**src/rtl/lf_pkg.sv**
```systemverilog
// Shared widths and types for the loop filter.
// Assumes that products and the accumulator share one width, at least twice the sample width.
package lf_pkg;
    localparam int SAMPLE_W  = 16;
    localparam int ACC_W     = 32;
    localparam int COEF_FRAC = 13;
    localparam int NUM_TERMS = 4;

    typedef logic signed [SAMPLE_W-1:0] sample_t;
    typedef logic signed [ACC_W-1:0]    acc_t;
endpackage

```
**src/rtl/lf_tap_pair.sv**
```systemverilog
// Two-deep delay line with an enable.
// Assumes a synchronous active-low reset that clears both taps to zero.
module lf_tap_pair #(
    parameter int W = 16
) (
    input  logic         clk,
    input  logic         rst_n,
    input  logic         en,
    input  logic [W-1:0] d,
    output logic [W-1:0] tap1,
    output logic [W-1:0] tap2
);
    // Shift a new value in when enabled; clear on reset.
    always_ff @(posedge clk) begin
        if (!rst_n) begin
            tap1 <= '0;
            tap2 <= '0;
        end else if (en) begin
            tap1 <= d;
            tap2 <= tap1;
        end
    end
endmodule

```
**src/rtl/lf_mac.sv**
```systemverilog
// Sum of N signed products, each of sample width times coefficient width.
// Assumes ACC_W >= 2*W and that the coefficients keep the sum inside ACC_W bits.
module lf_mac #(
    parameter int W     = 16,
    parameter int ACC_W = 32,
    parameter int N     = 4
) (
    input  logic [N*W-1:0]           samples,
    input  logic [N*W-1:0]           coefs,
    output logic signed [ACC_W-1:0]  acc
);
    localparam int PROD_W = 2 * W;

    logic signed [PROD_W-1:0] prod [N];

    for (genvar g = 0; g < N; g++) begin : g_prod
        assign prod[g] = $signed(samples[g*W +: W]) * $signed(coefs[g*W +: W]);
    end

    // Add the sign-extended products together.
    always_comb begin
        acc = '0;
        for (int i = 0; i < N; i++) begin
            acc = acc + ACC_W'(prod[i]);
        end
    end
endmodule

```
**src/rtl/lf_requant.sv**
```systemverilog
// Rounds a fixed-point accumulator to the nearest integer (a tie rounds up),
// then clamps it to OUT_W signed bits.
// Assumes FRAC >= 1.
module lf_requant #(
    parameter int ACC_W  = 32,
    parameter int OUT_W  = 16,
    parameter int FRAC   = 13
) (
    input  logic signed [ACC_W-1:0] acc,
    output logic signed [OUT_W-1:0] y
);
    localparam int HALF = 1 << (FRAC - 1);
    localparam logic signed [ACC_W:0] MAX_V = (ACC_W+1)'((2 ** (OUT_W - 1)) - 1);
    localparam logic signed [ACC_W:0] MIN_V = -MAX_V - 1;

    logic signed [ACC_W:0] biased;
    logic signed [ACC_W:0] shifted;

    assign biased  = {acc[ACC_W-1], acc} + (ACC_W+1)'(HALF);
    assign shifted = biased >>> FRAC;

    // Clamp the rounded value to the output range.
    always_comb begin
        if (shifted > MAX_V)      y = MAX_V[OUT_W-1:0];
        else if (shifted < MIN_V) y = MIN_V[OUT_W-1:0];
        else                      y = shifted[OUT_W-1:0];
    end
endmodule

```
**src/rtl/loop_filter.sv**
```systemverilog
// Direct-form-I second-order loop filter, with an integrator pole exactly at z = 1.
// Assumes the coefficients are constants with COEF_FRAC fraction bits, and that
// FB_A2 + 2^COEF_FRAC fits in the sample width.
// One result is produced per accepted sample, one cycle later.
module loop_filter
    import lf_pkg::*;
#(
    parameter int W      = SAMPLE_W,
    parameter int AW     = ACC_W,
    parameter int FRAC   = COEF_FRAC,
    parameter int FB_A2  = 7943,
    parameter int FF_B1  = 4646,
    parameter int FF_B2  = 4622
) (
    input  logic         clk,
    input  logic         rst_n,
    input  logic         in_valid,
    input  logic [W-1:0] in_sample,
    output logic         out_valid,
    output logic [W-1:0] out_word
);
    localparam int N     = NUM_TERMS;
    localparam int FB_A1 = (1 << FRAC) + FB_A2;
    // Term order: y[n-1], y[n-2], x[n-1], x[n-2]
    localparam logic [N*W-1:0] COEFS = {W'(-FF_B2), W'(FF_B1), W'(-FB_A2), W'(FB_A1)};

    logic [W-1:0]           y1, y2, x1, x2;
    logic signed [W-1:0]    y_next;
    logic signed [AW-1:0]   acc_sum;

    lf_tap_pair #(.W(W)) u_xhist (
        .clk(clk), .rst_n(rst_n), .en(in_valid), .d(in_sample), .tap1(x1), .tap2(x2)
    );

    lf_tap_pair #(.W(W)) u_yhist (
        .clk(clk), .rst_n(rst_n), .en(in_valid), .d(y_next), .tap1(y1), .tap2(y2)
    );

    lf_mac #(.W(W), .ACC_W(AW), .N(N)) u_mac (
        .samples({x2, x1, y2, y1}), .coefs(COEFS), .acc(acc_sum)
    );

    lf_requant #(.ACC_W(AW), .OUT_W(W), .FRAC(FRAC)) u_rq (
        .acc(acc_sum), .y(y_next)
    );

    // Register the result and its strobe.
    always_ff @(posedge clk) begin
        if (!rst_n) begin
            out_valid <= 1'b0;
            out_word  <= '0;
        end else begin
            out_valid <= in_valid;
            if (in_valid) out_word <= y_next;
        end
    end
endmodule

```
**config.mk**
```make
export PLATFORM = sky130hd
export DESIGN_NAME = loop_filter
export DESIGN_NICKNAME = d
export VERILOG_FILES = /design/src/rtl/lf_pkg.sv /design/src/rtl/lf_tap_pair.sv /design/src/rtl/lf_mac.sv /design/src/rtl/lf_requant.sv /design/src/rtl/loop_filter.sv
export SDC_FILE = /design/constraint.sdc
export NUM_CORES = 1
export LEC_CHECK = 0
export BUFFER_PORTS_ARGS = -buffer_cell sky130_fd_sc_hd__clkbuf_2
export CORE_ASPECT_RATIO = 0.5
export CORE_MARGIN = 5
export CORE_UTILIZATION = 40
export CTS_CLUSTER_DIAMETER = 30
export DETAILED_ROUTE_END_ITERATION = 12
export PLACE_DENSITY_LB_ADDON = 0.25
export SLEW_MARGIN = 10
export SYNTH_ARGS = -nofsm -noshare
export SYNTH_HDL_FRONTEND = slang
export SYNTH_SLANG_ARGS = --single-unit
```
**constraint.sdc**
```tcl
create_clock -name clk -period 13.35 [get_ports clk]
set_clock_uncertainty 0.15 [all_clocks]
set_input_delay 2.0025 -clock clk [delete_from_list [all_inputs] [get_ports clk]]
set_output_delay 2.0025 -clock clk [all_outputs]
set_load 0.02 [all_outputs]
```
==> results of run 1 <==
[cells in the mapped netlist, types with 6 or more instances]
cell | number | area, um^2
nor2b_1 | 62 | 388
ha_1 | 448 | 5610
a31o_2 | 7 | 61.3
inv_1 | 572 | 2150
nor3_1 | 32 | 160
mux2i_1 | 56 | 561
or2_2 | 12 | 75.1
o211ai_2 | 11 | 138
nand4_1 | 9 | 56.3
xor2_1 | 48 | 420
fa_1 | 363 | 7270
nand2b_1 | 15 | 93.8
xnor2_1 | 90 | 788
or3_1 | 8 | 50.1
o21a_1 | 14 | 105
and3_1 | 19 | 119
clkbuf_1 | 12 | 45.0
o21bai_1 | 11 | 82.6
o2111ai_1 | 6 | 52.6
mux2_2 | 6 | 67.6
nor2_1 | 69 | 259
nand3_1 | 29 | 145
o21ai_0 | 41 | 205
buf_4 | 20 | 150
nand2_1 | 76 | 285
a31oi_1 | 17 | 106
and2_1 | 10 | 62.6
dfxtp_1 | 65 | 1300
o31ai_1 | 6 | 45.0
a21o_1 | 20 | 150
a21oi_1 | 76 | 380
o211ai_1 | 12 | 90.1
a211oi_1 | 10 | 75.1
[sequential cells by signal, summed over array words and instances (netlist names)]
register and flops:
out_valid 1, u_xhist.tap1 16, u_xhist.tap2 16, u_yhist.tap1 16, u_yhist.tap2 16
[final cells by class]
cell class,count,area (um^2),share of cell area [%]
clock buffer,11,243,1.03
multi-input combinational,1656,18600,78.9
timing repair buffer,42,228,0.966
clock inverter,5,103,0.435
sequential,65,1300,5.52
inverter,572,2150,9.11
tap,756,946,4.01
[worst max-delay path by stage]
stage | from | to | depth (start not counted)
4_1_cts | u_xhist.tap2[1]$_SDFFE_PN0P_ | u_yhist.tap1[10]$_SDFFE_PN0P_ | 38
6_report | u_xhist.tap2[1]$_SDFFE_PN0P_ | u_yhist.tap1[10]$_SDFFE_PN0P_ | 38
2_1_floorplan | u_xhist.tap2[1]$_SDFFE_PN0P_ | u_yhist.tap1[3]$_SDFFE_PN0P_ | 39
3_5_place_dp | u_xhist.tap2[1]$_SDFFE_PN0P_ | u_yhist.tap1[0]$_SDFFE_PN0P_ | 38
5_1_grt | u_xhist.tap2[1]$_SDFFE_PN0P_ | u_yhist.tap1[0]$_SDFFE_PN0P_ | 37
3_3_place_gp | u_xhist.tap2[1]$_SDFFE_PN0P_ | u_yhist.tap1[0]$_SDFFE_PN0P_ | 38
[per-stage QoR]
step                setup slack [ns]  cells
floorplan                       3.80   2333
global placement                2.57   3091
detailed placement              2.45   3091
CTS                             2.43   3107
global route                    1.69   3107
finish                          2.42   3107
[critical path: cells and delay by family (launching register included)]
family | cells | cell delay (ns)
flip-flops | 1 | 0.52
AO/OA/AOI/OAI | 12 | 3.18
adder cells (fa/ha/maj) | 10 | 4.62
AND/OR/NAND/NOR | 8 | 1.47
XOR/XNOR | 2 | 0.39
buffers and inverters | 6 | 0.48
[layer usage]
layer | vias up | track usage [%] | part of all wire (%)
met5 | - | 0 | 0
met3 | 38 | 1.61 | 2.2
met1 | 7486 | 26.7 | 52
li1 | 7499 | - | -
met2 | 162 | 28.9 | 45
met4 | 0 | 2.98 | 1.5
[cells by family (layout without fill, tap and decap cells)]
group | count (synthesis) | count (layout) | share of synthesized area, %
AND/OR/NAND/NOR | 363 | 363 | 8.48
buffers and inverters | 612 | 630 | 10.7
flip-flops | 65 | 65 | 5.84
XOR/XNOR | 139 | 139 | 5.50
AO/OA/AOI/OAI | 281 | 281 | 8.90
adder cells (fa/ha/maj) | 811 | 811 | 57.7
multiplexers | 62 | 62 | 2.82
==> run_results.csv, run 1 <==
group,metric,value,unit
routing,dr.pass1.iters,5,
synth,synthCells,2333,
sta,worst_slew_pin_slew,1.00,ns
synth,synth_area,22300,um^2
sta,whs,0.462,ns
layout,fin_nets,3176,
sta,max-slew-margin-rel,33.1,%
global_route,grt_first_pass_wirelength,86.0,mm
sta,fin_tns_setup,0,ns
routing,wl_per_cell,16.6,um
worst_hold_path,hp-start,"u_xhist.tap2[15]$_SDFFE_PN0P_",
clock_network,cts.sinks,65,
synth,async_reset_ff_share,0,%
synth,avgSynthCellArea,9.55,um^2
critical_path,critPathMostFrequentCell,"fa_1",
layout,diodes,0,
synth,ys_ff_latch,65,
worst_hold_path,hp-class,"flip-flop to flip-flop",
die,core,55300,um^2
sta,period_minus_slack,10.93,ns
die,fp.dieH,177,um
clock_network,root_buffer,"clkbuf_16",
placement,place_hpwl,45.4,mm
layout,design_area,23600,um^2
clock_network,cts_buffer_depth,2,
layout,nFillCells,5388,
sta,max_freq,0.0915,GHz
layout,final_core_util,42.6,%
layout,layout_commonest_cell,"inv_1",
routing,num_vias,15185,
critical_path,timing.rr.end,"u_yhist.tap1[10]$_SDFFE_PN0P_",
global_route,grt_antenna_before_repair,0,
synth,mappedNetlistNets,3163,
worst_hold_path,min_path_cells,2,
clock_network,cts_hold_buffers,0,
die,io_pins,36,
synth,synth_edf_count,0,
layout,final_cell_mix,"572 x inv_1, 448 x ha_1, 363 x fa_1",
global_route,grt_pass1_vias,15917,
placement,postPlaceCellArea,23200,um^2
sta,rsz0062_at_grt,"false",
clock_network,post_cts_resized,0,
global_route,grt-ovfl-total,0,
routing,drt-initial-drc-count,650,
synth,yosysSeqAreaShare,5.84,%
critical_path,crit_path_top_delay_cell,"a32oi_2",
synth,ys_warn_count,0,
placement,place_congestion,0.858,
critical_path,cp_slowest_stage_delay,0.78,ns
global_route,grt_usage,17.9,%
sta,setup_viol,0,
run,maxCapViolCount,0,
synth,ys_types,83,
clock_network,cts_buffers,9,
layout,area_delta_synth_final,5.73,%
clock_network,cts_tree,"done",
die,fp.dieArea,60800,um^2
die,die_x,344,um
synth,synth-main-ff-cell,"dfxtp_1",
global_route,grt_max_degree,52,
critical_path,required,13.43,ns
critical_path,worstPathArrival,11.01,ns
critical_path,crit_type,"flip-flop to flip-flop",
critical_path,critPathLaunchType,"flip-flop",
layout,drive_gt1_share,4.72,%
critical_path,crit_fanout,15,
routing,wl,51.7,mm
routing,detail-route-antenna-nets,0,
die,initial_core_util,40.3,%
sta,final_hold_viol_count,0,
clock_network,path_clk_slew,0.06,ns
status,status,"finished clean",
sta,fin_crit_sh,81.9,%
critical_path,rrSetupSlack,2.42,ns
critical_path,reg2regPathDepth,38,
die,num_rows,61,
clock_network,postCtsSetupBuffers,0,
worst_hold_path,hold_path_end,"u_xhist.tap2[15]$_SDFFE_PN0P_",
placement,port_buffers,35,
sta,slew_violations,0,
routing,vias_per_cell,4.89,
clock_network,htree_levels,3,
routing,drc,0,
critical_path,end_kind,"flip-flop",
clock_network,clk-insertion-delay-late,0.35,ns
critical_path,r2r_start,"u_xhist.tap2[1]$_SDFFE_PN0P_",
Power of run 1 is left out: the tool's default activity adds up to more than one toggle a clock period on the data nets, which glitch-free logic cannot reach.
==> run 2: changes to the inputs <==
==> constraint.sdc (replaced) <==
create_clock -name clk -period 9.85 [get_ports clk]
set_clock_uncertainty 0.15 [all_clocks]
set_input_delay 1.4775 -clock clk [delete_from_list [all_inputs] [get_ports clk]]
set_output_delay 1.4775 -clock clk [all_outputs]
set_load 0.02 [all_outputs]
==> run 2 against run 1 <==
Worst setup slack got worse by 2.1 ns. Design area increased by 3.8%. First-iteration DRC count increased by 21%. Largest cell class unchanged. Global-route usage increased by 0.43 points. Sequential share of layout area decreased by 0.14 points. Worst hold slack got worse by 0.0095 ns. Final cell count increased by 2.7%. Via count increased by 2.1%.
==> run_results.csv, run 2 (synthesized netlist as in run 1, its figures left out) <==
group,metric,value,unit
global_route,grt_max_degree,52,
sta,period_minus_slack,9.58,ns
status,status,"finished clean",
clock_network,cts_buffer_depth,2,
critical_path,required,9.94,ns
critical_path,crit_path_end,"u_yhist.tap1[0]$_SDFFE_PN0P_",
run,maxCapViolCount,0,
clock_network,cts.sinks,65,
routing,drt-initial-drc-count,785,
die,fp.dieArea,60800,um^2
critical_path,cp_slowest_stage_delay,0.54,ns
routing,wl,53.8,mm
clock_network,cts_hold_buffers,0,
critical_path,crit_type,"flip-flop to flip-flop",
worst_hold_path,hp-class,"flip-flop to flip-flop",
layout,diodes,0,
clock_network,cts_buffers,9,
placement,place_congestion,0.884,
sta,slew_violations,0,
routing,vias_per_cell,4.86,
critical_path,crit_fanout,8,
clock_network,cts_tree,"done",
die,core,55300,um^2
critical_path,cp_num_cells,38,
critical_path,rrSetupSlack,0.27,ns
die,fp.dieH,177,um
critical_path,crit_buf_inv,7,
layout,final_cell_mix,"567 x inv_1, 440 x ha_1, 357 x fa_1",
routing,wl_per_cell,16.9,um
die,initial_core_util,40.3,%
global_route,grt-ovfl-total,0,
critical_path,reg2regPathDepth,38,
layout,layout_commonest_cell,"inv_1",
layout,drive_gt1_share,10.6,%
routing,drc,0,
global_route,grt_usage,18.4,%
die,die_x,344,um
placement,place_hpwl,47.2,mm
critical_path,end_kind,"flip-flop",
clock_network,root_buffer,"clkbuf_16",
layout,nFillCells,5337,
die,num_rows,61,
critical_path,timing.rr.end,"u_yhist.tap1[0]$_SDFFE_PN0P_",
clock_network,clk-insertion-delay-late,0.36,ns
sta,fin_crit_sh,97.3,%
sta,worst_slew_pin_slew,1.04,ns
global_route,grt_first_pass_wirelength,87.7,mm
layout,area_delta_synth_final,9.70,%
routing,dr.pass1.iters,5,
critical_path,critPathLaunchType,"flip-flop",
global_route,grt_antenna_before_repair,0,
global_route,grt_pass1_vias,16058,
layout,final_core_util,44.2,%
clock_network,path_clk_slew,0.07,ns
clock_network,htree_levels,3,
die,io_pins,36,
critical_path,startpoint,"u_xhist.tap2[1]$_SDFFE_PN0P_",
layout,fin_nets,3261,
routing,detail-route-antenna-nets,0,
critical_path,r2r_start,"u_xhist.tap2[1]$_SDFFE_PN0P_",
sta,setup_viol,0,
placement,port_buffers,35,
critical_path,critPathTopFamily,"adder cells",
sta,final_hold_viol_count,0,
sta,max_freq,0.104,GHz
sta,max-slew-margin-rel,30.5,%
routing,num_vias,15499,
critical_path,worstPathArrival,9.67,ns
critical_path,crit_path_top_delay_cell,"fa_1",
==> run 2: changes by cell type in the layout (fill, tap and decap cells not counted), moves of 5 or more <==
cell and change:
inv_2 +5, o21ai_1 +7, fa_2 +6, o21ai_0 -8, dfxtp_2 +12, dfxtp_1 -12
inv_1 -5, fa_1 -6, ha_1 -8, ha_4 +6, a21oi_1 -14, buf_4 +80
a21oi_2 +13
==> run 2: worst min path at each step <==
stage	from	endpoint	slack, ns	depth (start not counted)
2_1_floorplan	u_yhist.tap2[3]$_SDFFE_PN0P_	u_yhist.tap2[3]$_SDFFE_PN0P_	0.39	2
3_3_place_gp	u_yhist.tap1[14]$_SDFFE_PN0P_	u_yhist.tap1[14]$_SDFFE_PN0P_	0.45	2
3_5_place_dp	u_yhist.tap1[14]$_SDFFE_PN0P_	u_yhist.tap1[14]$_SDFFE_PN0P_	0.46	2
4_1_cts	u_yhist.tap1[14]$_SDFFE_PN0P_	u_yhist.tap1[14]$_SDFFE_PN0P_	0.47	2
5_1_grt	u_yhist.tap2[3]$_SDFFE_PN0P_	u_yhist.tap2[3]$_SDFFE_PN0P_	0.48	2
6_report	u_yhist.tap2[3]$_SDFFE_PN0P_	u_yhist.tap2[3]$_SDFFE_PN0P_	0.45	2
==> run 2: metrics by stage <==
stage / setup TNS [ns] / hold slack [ns] / std cells / setup slack, ns / area [um^2]
after floorplan: 0 / 0.393 / 2333 / 0.300 / 22300
after global placement: -0.0164 / 0.450 / 3167 / -0.0123 / 23800
after detailed placement: -0.0871 / 0.457 / 3167 / -0.0514 / 23800
after CTS: 0 / 0.466 / 3183 / 0.000409 / 24100
after global routing: -0.848 / 0.485 / 3192 / -0.101 / 24500
final: 0 / 0.452 / 3192 / 0.270 / 24500
==> run 2: area by class of cell <==
cell class	instances	area [um^2]	share of cell area [%]
inverters	572	2150	8.78
flip-flops and latches	65	1320	5.38
clock inverters	6	35.0	0.143
multi-input cells	1656	18900	77.1
repair buffers	127	916	3.75
well taps	756	946	3.87
clock buffers	10	229	0.936
==> run 2: repair_timing <==
item,in CTS,in global routing
resized for setup,4,72
setup endpoints to repair,15,16
pin swaps,1,27
cloned,0,1
buffers inserted,0,8
==> run 2: tightest hold or removal path, stage by stage (launching register included) <==
cell     delay (ns)
dfxtp_2        0.37
mux2i_1        0.14
nor2b_1        0.06
==> run 2: routing by layer <==
metal / share of wire (%) / up-vias / GRT usage, %
met5: 0 / - / 0
met4: 0.98 / 0 / 2.55
met3: 2.7 / 30 / 1.99
met2: 45 / 170 / 29.4
met1: 51 / 7641 / 27.6
li1: - / 7658 / -
Power of run 2 is left out for the same reason.
